`config.mk`:
```
export PLATFORM = sky130hd
export DESIGN_NAME = out_ep_rxbuf
export DESIGN_NICKNAME = d
export VERILOG_FILES = /design/src/rtl/oeb_pkg.sv /design/src/rtl/oeb_ram.sv /design/src/rtl/oeb_lenq.sv /design/src/rtl/oeb_intake.sv /design/src/rtl/out_ep_rxbuf.sv
export SDC_FILE = /design/constraint.sdc
export NUM_CORES = 1
export LEC_CHECK = 0
export BUFFER_PORTS_ARGS = -buffer_cell sky130_fd_sc_hd__buf_2
export CORE_ASPECT_RATIO = 0.7
export CORE_MARGIN = 5
export CORE_UTILIZATION = 55
export DETAILED_ROUTE_END_ITERATION = 10
export PLACE_DENSITY = 0.74
export REMOVE_ABC_BUFFERS = 1
export SYNTH_ARGS = -nofsm -noshare
export SYNTH_HDL_FRONTEND = slang
export SYNTH_SLANG_ARGS = --single-unit
```
`constraint.sdc`:
```
create_clock -name clk -period 3.73 [get_ports clk]
set_input_delay 0.373 -clock clk [delete_from_list [all_inputs] [get_ports clk]]
set_output_delay 0.373 -clock clk [all_outputs]
set_load 0.05 [all_outputs]
```
`src/rtl/oeb_pkg.sv`:
```
package oeb_pkg;
  typedef enum logic {BUF_SINGLE = 1'b0, BUF_DOUBLE = 1'b1} buf_mode_e;
  localparam int unsigned SLOTS = 2;
endpackage

```
`src/rtl/oeb_ram.sv`:
```
module oeb_ram #(
  parameter int DATA_W = 8,
  parameter int DEPTH  = 64,
  localparam int ADDR_W = $clog2(DEPTH)
) (
  input  logic              clk,
  input  logic              we,
  input  logic [ADDR_W-1:0] waddr,
  input  logic [DATA_W-1:0] wdata,
  input  logic              re,
  input  logic [ADDR_W-1:0] raddr,
  output logic [DATA_W-1:0] rdata
);
  logic [DATA_W-1:0] mem [DEPTH];

  always_ff @(posedge clk) begin
    if (we) mem[waddr] <= wdata;
    if (re) rdata <= mem[raddr];
  end
endmodule

```
`src/rtl/oeb_lenq.sv`:
```
module oeb_lenq #(
  parameter int LEN_W = 7
) (
  input  logic             clk,
  input  logic             rst,
  input  logic             push,
  input  logic             pop,
  input  logic [LEN_W-1:0] din,
  output logic [LEN_W-1:0] head,
  output logic [1:0]       count
);
  logic [LEN_W-1:0] slot0_q, slot1_q;
  logic [1:0]       cnt_q;

  always_ff @(posedge clk) begin
    if (rst) begin
      slot0_q <= '0;
      slot1_q <= '0;
      cnt_q   <= '0;
    end else begin
      unique case ({push, pop})
        2'b10: begin
          if (cnt_q == 2'd0) slot0_q <= din;
          else               slot1_q <= din;
          cnt_q <= cnt_q + 2'd1;
        end
        2'b01: begin
          slot0_q <= slot1_q;
          cnt_q   <= cnt_q - 2'd1;
        end
        2'b11: begin
          if (cnt_q == 2'd1) slot0_q <= din;
          else begin
            slot0_q <= slot1_q;
            slot1_q <= din;
          end
        end
        default: ;
      endcase
    end
  end

  assign head  = slot0_q;
  assign count = cnt_q;


  lenq_no_overflow_chk: assert property (@(posedge clk) disable iff (rst)
    (cnt_q == oeb_pkg::SLOTS[1:0]) |-> (!push || pop));

  lenq_no_underflow_chk: assert property (@(posedge clk) disable iff (rst)
    (cnt_q == 2'd0) |-> !pop);
endmodule

```
`src/rtl/oeb_intake.sv`:
```
module oeb_intake #(
  parameter int DATA_W = 8,
  parameter int DEPTH  = 64,
  parameter int LEN_W  = 7,
  localparam int ADDR_W = $clog2(DEPTH)
) (
  input  logic              clk,
  input  logic              rst,
  input  logic [LEN_W-1:0]  max_len,
  input  logic              can_accept,
  input  logic              wr_valid,
  input  logic [DATA_W-1:0] wr_data,
  input  logic              wr_eop,
  output logic              mem_we,
  output logic [ADDR_W-1:0] mem_waddr,
  output logic [DATA_W-1:0] mem_wdata,
  output logic              commit,
  output logic [LEN_W-1:0]  commit_len,
  output logic              ovr_hit
);
  logic              in_pkt_q, drop_q, ovr_q;
  logic [LEN_W-1:0]  cnt_q;
  logic [ADDR_W-1:0] wr_ptr_q, wr_base_q;

  logic             start, drop, ovr_prev, ovr_now, live, take;
  logic [LEN_W-1:0] cur;

  always_comb begin
    start    = !in_pkt_q && (wr_valid || wr_eop);
    drop     = start ? !can_accept : drop_q;
    cur      = start ? '0 : cnt_q;
    ovr_prev = start ? 1'b0 : ovr_q;
    live     = wr_valid && !drop;
    take     = live && (cur < max_len);
    ovr_hit  = live && !(cur < max_len);
    ovr_now  = ovr_prev || ovr_hit;
    commit   = wr_eop && !drop && !ovr_now;
    commit_len = cur + LEN_W'(take);
  end

  assign mem_we    = take;
  assign mem_waddr = wr_ptr_q;
  assign mem_wdata = wr_data;

  always_ff @(posedge clk) begin
    if (rst) begin
      in_pkt_q  <= 1'b0;
      drop_q    <= 1'b0;
      ovr_q     <= 1'b0;
      cnt_q     <= '0;
      wr_ptr_q  <= '0;
      wr_base_q <= '0;
    end else if (start || in_pkt_q) begin
      drop_q   <= drop;
      ovr_q    <= ovr_now;
      cnt_q    <= commit_len;
      wr_ptr_q <= wr_ptr_q + ADDR_W'(take);
      in_pkt_q <= !wr_eop;
      if (wr_eop) begin
        if (commit) wr_base_q <= wr_ptr_q + ADDR_W'(take);
        else        wr_ptr_q  <= wr_base_q;
      end
    end
  end


  commit_len_chk: assert property (@(posedge clk) disable iff (rst)
    commit |-> (commit_len <= max_len));

  nak_nowrite_chk: assert property (@(posedge clk) disable iff (rst)
    (start && !can_accept) |-> (!mem_we && !commit));
endmodule

```
`src/rtl/out_ep_rxbuf.sv`:
```
module out_ep_rxbuf #(
  parameter int DATA_W = 8,
  parameter int DEPTH  = 64,
  localparam int ADDR_W = $clog2(DEPTH),
  localparam int LEN_W  = $clog2(DEPTH + 1)
) (
  input  logic              clk,
  input  logic              rst,
  input  logic              cfg_dbl_req,
  input  logic [LEN_W-1:0]  cfg_max_pkt,
  input  logic              cfg_auto_clr,
  input  logic              sw_clr_ready,
  input  logic              sw_clr_ovr,
  input  logic              wr_valid,
  input  logic [DATA_W-1:0] wr_data,
  input  logic              wr_eop,
  input  logic              rd_en,
  output logic [DATA_W-1:0] rd_data,
  output logic [LEN_W-1:0]  rd_len,
  output logic              pkt_ready,
  output logic              fifo_full,
  output logic              overrun,
  output logic              ep_irq,
  output logic              hs_ack
);
  import oeb_pkg::*;

  localparam logic [LEN_W:0] DEPTH_V = (LEN_W + 1)'(DEPTH);

  buf_mode_e         mode;
  logic [1:0]        q_cnt, cnt_after;
  logic [LEN_W-1:0]  head_len, commit_len;
  logic              can_accept, commit, ovr_hit;
  logic              mem_we;
  logic [ADDR_W-1:0] mem_waddr;
  logic [DATA_W-1:0] mem_wdata;
  logic              ready_q, full_q, rearm_q, irq_q, ovr_q;
  logic [ADDR_W-1:0] rd_ptr_q, rd_base_q, next_base;
  logic [LEN_W-1:0]  rd_cnt_q;
  logic              rd_take, auto_hit, rel;

  // mode choice and intake admission
  always_comb begin
    mode = (cfg_dbl_req && (({1'b0, cfg_max_pkt} << 1) <= DEPTH_V)) ? BUF_DOUBLE : BUF_SINGLE;
    can_accept = (mode == BUF_DOUBLE) ? (q_cnt != 2'd2) : (q_cnt == 2'd0);
  end

  oeb_intake #(.DATA_W(DATA_W), .DEPTH(DEPTH), .LEN_W(LEN_W)) u_intake (
    .clk(clk), .rst(rst), .max_len(cfg_max_pkt), .can_accept(can_accept),
    .wr_valid(wr_valid), .wr_data(wr_data), .wr_eop(wr_eop),
    .mem_we(mem_we), .mem_waddr(mem_waddr), .mem_wdata(mem_wdata),
    .commit(commit), .commit_len(commit_len), .ovr_hit(ovr_hit)
  );

  oeb_ram #(.DATA_W(DATA_W), .DEPTH(DEPTH)) u_ram (
    .clk(clk), .we(mem_we), .waddr(mem_waddr), .wdata(mem_wdata),
    .re(rd_take), .raddr(rd_ptr_q), .rdata(rd_data)
  );

  oeb_lenq #(.LEN_W(LEN_W)) u_lenq (
    .clk(clk), .rst(rst), .push(commit), .pop(rel), .din(commit_len),
    .head(head_len), .count(q_cnt)
  );

  // unload side
  always_comb begin
    rd_take   = rd_en && ready_q && (rd_cnt_q < head_len);
    auto_hit  = cfg_auto_clr && rd_take && ((rd_cnt_q + LEN_W'(1)) == head_len)
                && (head_len == cfg_max_pkt);
    rel       = ready_q && (sw_clr_ready || auto_hit);
    cnt_after = q_cnt + {1'b0, commit} - {1'b0, rel};
    next_base = rd_base_q + ADDR_W'(head_len);
  end

  always_ff @(posedge clk) begin
    if (rst) begin
      rd_ptr_q  <= '0;
      rd_base_q <= '0;
      rd_cnt_q  <= '0;
    end else if (rel) begin
      rd_ptr_q  <= next_base;
      rd_base_q <= next_base;
      rd_cnt_q  <= '0;
    end else if (rd_take) begin
      rd_ptr_q <= rd_ptr_q + ADDR_W'(1);
      rd_cnt_q <= rd_cnt_q + LEN_W'(1);
    end
  end

  // status flags
  always_ff @(posedge clk) begin
    if (rst) begin
      ready_q <= 1'b0;
      full_q  <= 1'b0;
      rearm_q <= 1'b0;
      irq_q   <= 1'b0;
      ovr_q   <= 1'b0;
    end else begin
      irq_q   <= 1'b0;
      rearm_q <= 1'b0;
      if (rel) begin
        ready_q <= 1'b0;
        full_q  <= 1'b0;
        rearm_q <= (cnt_after != 2'd0);
      end else if (commit) begin
        if (q_cnt == 2'd0) begin
          ready_q <= 1'b1;
          irq_q   <= 1'b1;
          full_q  <= (mode == BUF_SINGLE);
        end else begin
          full_q <= 1'b1;
        end
      end
      if (rearm_q) begin
        ready_q <= 1'b1;
        irq_q   <= 1'b1;
      end
      if (ovr_hit)         ovr_q <= 1'b1;
      else if (sw_clr_ovr) ovr_q <= 1'b0;
    end
  end

  assign pkt_ready = ready_q;
  assign fifo_full = full_q;
  assign overrun   = ovr_q;
  assign ep_irq    = irq_q;
  assign hs_ack    = can_accept;
  assign rd_len    = ready_q ? head_len : '0;


  full_needs_ready_chk: assert property (@(posedge clk) disable iff (rst)
    full_q |-> ready_q);

  single_one_pkt_chk: assert property (@(posedge clk) disable iff (rst)
    (mode == BUF_SINGLE) |-> (q_cnt <= 2'd1));

  rearm_gap_chk: assert property (@(posedge clk) disable iff (rst)
    (ready_q && full_q && sw_clr_ready && mode == BUF_DOUBLE) |=> (!ready_q && !full_q));

  rearm_raise_chk: assert property (@(posedge clk) disable iff (rst)
    (ready_q && full_q && sw_clr_ready && mode == BUF_DOUBLE) |-> ##2 (ready_q && ep_irq));

  ovr_sticky_chk: assert property (@(posedge clk) disable iff (rst)
    (ovr_q && !sw_clr_ovr) |=> ovr_q);

  short_no_auto_chk: assert property (@(posedge clk) disable iff (rst)
    (ready_q && !sw_clr_ready && head_len != cfg_max_pkt) |=> ready_q);
endmodule

```
==> results_dict.tcl <==
set metrics [dict create \
    pin_count 44 \
    hp-start "sw_clr_ovr" \
    ys_types 68 \
    h-tree-depth 2 \
    ant_nets 0 \
    cts-root-buf "clkbuf_16" \
    worstRegToRegCells 13 \
    hp-class "in -> reg" \
    synthFlopType "edfxtp_1" \
    dp_hpwl_um 34990 \
    final_cells 2036 \
    grt_max_degree 65 \
    core_area_um2 43400 \
    synth_edf_count 520 \
    dr.first_iter.drc_count 1437 \
    required_ns 4.21 \
    antenna_found_initial 1 \
    hold_depth 3 \
    relSlewSlack 0.1296 \
    place.gp.congestion 0.8647 \
    r2r-end "u_lenq.head[1]" \
    yosys_warnings 0 \
    rr_startpoint "rd_cnt_q[1]" \
    die_x_um 259.6 \
    p_total_uw 15200 \
    yosys.area.top_type "edfxtp_1" \
    area_delta_synth_final_pct 12.78 \
    clock_latency_ns 0.58 \
    status "complete, no violations" \
    grt_pass1_wl_um 81360 \
    fin_nets 1457 \
    arrival_ns 3.93 \
    postCtsHoldBufs 0 \
    leakage_uw 0.008567 \
    clk_pin_slew_ns 0.06 \
    worst_setup_path_end_kind "flip-flop" \
    period_minus_slack_ns 3.447 \
    hold_path_end "overrun" \
    worst_pin_slew_ns 1.296 \
    worst-path-max-fanout 9 \
    netlist.area_leader.share 0.6508 \
    yosysSeqAreaShare 0.7025 \
    rsz0062_at_grt "false" \
    viasPerCell 6.247 \
    numCtsBuffers 50 \
    reg2reg_slack_ns 0.28 \
    wl_met3_um 5530 \
    synth_commonest_cells "edfxtp_1, mux4_2, nor3_1" \
    grt_usage 0.2279 \
    wirelength_um 54360 \
    drive_gt1_frac 0.2776 \
    initial_core_util 0.5528 \
    wl_met2_um 24770 \
    drtPass1Iterations 7 \
    routed.top_layer "met4" \
    syn-mean-instance-area_um2 18.47 \
    io_buffers 43 \
    synth_area_leaders "edfxtp_1, mux4_2, dfxtp_1" \
    cts_tree "done" \
    power-per-cell-area_nw_per_um2 561.8 \
    fmax_mhz 290.1 \
    vdd_drop_max_mv 0.5196 \
    clockBufferDepth 3 \
    fillers 3018 \
    dieHeight_um 184.7 \
    grt_pass1_vias 12598 \
    synth_seq_cells 582 \
    cts_sinks 582 \
    post_drt_wl_per_cell_um 26.70 \
    overflow 0 \
    slew_violations 0 \
    crit_type "reg -> reg" \
    startpoint_type "flip-flop" \
    core.rowCount 64 \
    num_vias 12719 \
    synth_area_um2 23990 \
    hold_viol_final 0 \
    synth_cells 1299 \
    cap_violations 0 \
    critPathLaunch "rd_cnt_q[1]" \
    drc 0 \
    synth.most_common_cell "edfxtp_1" \
    placedCellCount 1943 \
    fin_crit_sh 0.9243 \
    async_reset_ff_frac 0 \
    wl_met1_um 23180 \
    finalSetupViolations 0 \
    die_area_um2 47970 \
    skew_ns 0.01979 \
]
## state kept, by name (all words and copies together) (netlist names)
signal / flops
u_ram.rdata: 8
u_intake.mem_waddr: 6
rd_cnt_q: 7
pkt_ready: 1
rearm_q: 1
u_lenq.slot1_q: 7
u_lenq.count: 2
rd_ptr_q: 6
fifo_full: 1
u_intake.in_pkt_q: 1
u_ram.mem: 512
overrun: 1
u_intake.drop_q: 1
rd_base_q: 6
u_intake.ovr_q: 1
ep_irq: 1
u_intake.wr_base_q: 6
u_intake.cnt_q: 7
u_lenq.head: 7
## critical path: stages, from the launching register on
cell and delay [ns]:
dfxtp_1 0.42, ha_1 0.30, or3_4 0.41, a2111oi_4 0.34
o2111ai_1 0.18, a31oi_2 0.22, a41o_1 0.28, nand2_2 0.17
inv_2 0.14, ha_2 0.22, nand2_1 0.09, o21ai_2 0.13
a22oi_1 0.16, a211oi_1 0.28
## per-stage QoR
step	hold WS, ns	worst slack (ns)	TNS [ns]	instance area [µm²]	util
after global placement	0.4530	0.2205	0	25420	0.5856
after floorplan	0.4206	-3.484	-271.55	23660	-
after global routing	0.07365	0.01428	0	27060	0.6234
after detailed placement	0.4606	0.1107	0	25420	0.5856
final	0.08008	0.2825	0	27060	0.6234
after CTS	0.05520	0.05270	0	27040	0.6230
## cells in the final DEF, fill, tap and decap left out, types with 20 or more instances in the layout
master     instances
a21oi_1           24
buf_2             43
buf_4             82
clkbuf_16         50
dfxtp_1           58
edfxtp_1         520
ha_1              29
inv_1             33
mux4_2           168
nand2_1           39
nand3_1           20
nor2_1            43
nor3_1            68
xor2_1            20
## worst max-delay path by stage
stage                           endpoint  slack, ns
after floorplan           u_ram.rdata[0]      -3.48
after global placement    u_lenq.head[6]       0.22
after detailed placement  u_lenq.head[5]       0.11
after CTS                 u_lenq.head[1]       0.05
after global routing      u_lenq.head[1]       0.01
final                     u_lenq.head[1]       0.28
## final cells by class
| class | count | area, µm² | share of cell area |
|---|---|---|---|
| antenna | 1 | 2.502 | 0.00009248 |
| clock buffer | 61 | 1303 | 0.04814 |
| clock inverter | 30 | 317.8 | 0.01175 |
| inverter | 34 | 127.6 | 0.004717 |
| multi-input combinational | 602 | 6728 | 0.2486 |
| sequential | 582 | 16870 | 0.6233 |
| tap | 594 | 743.2 | 0.02747 |
| timing repair buffer | 132 | 970.9 | 0.03588 |
## power breakdown
part	internal, µW	leakage [µW]	switching, µW
registers	7250	0.00518	191
logic	1100	0.00260	1460
clock network	2910	0.000787	2290
## per-layer routing
| layer | track usage | vias up |
|---|---|---|
| met5 | 0 | - |
| li1 | - | 5498 |
| met1 | 0.3521 | 6580 |
| met4 | 0.04140 | 0 |
| met2 | 0.3373 | 587 |
| met3 | 0.06067 | 54 |
## cell families after synthesis
group	synth area share
mux	0.1648
flops	0.7025
buf+inv	0.01909
compound gates	0.03145
simple gates	0.05215
fa+ha+maj	0.01648
xor+xnor	0.01351
## timing repair
item,4_1_cts,5_1_grt
setup endpoints to repair,0,15
setup buffers,0,1
resized for setup,0,7
Power figures use the tool's default switching activity.
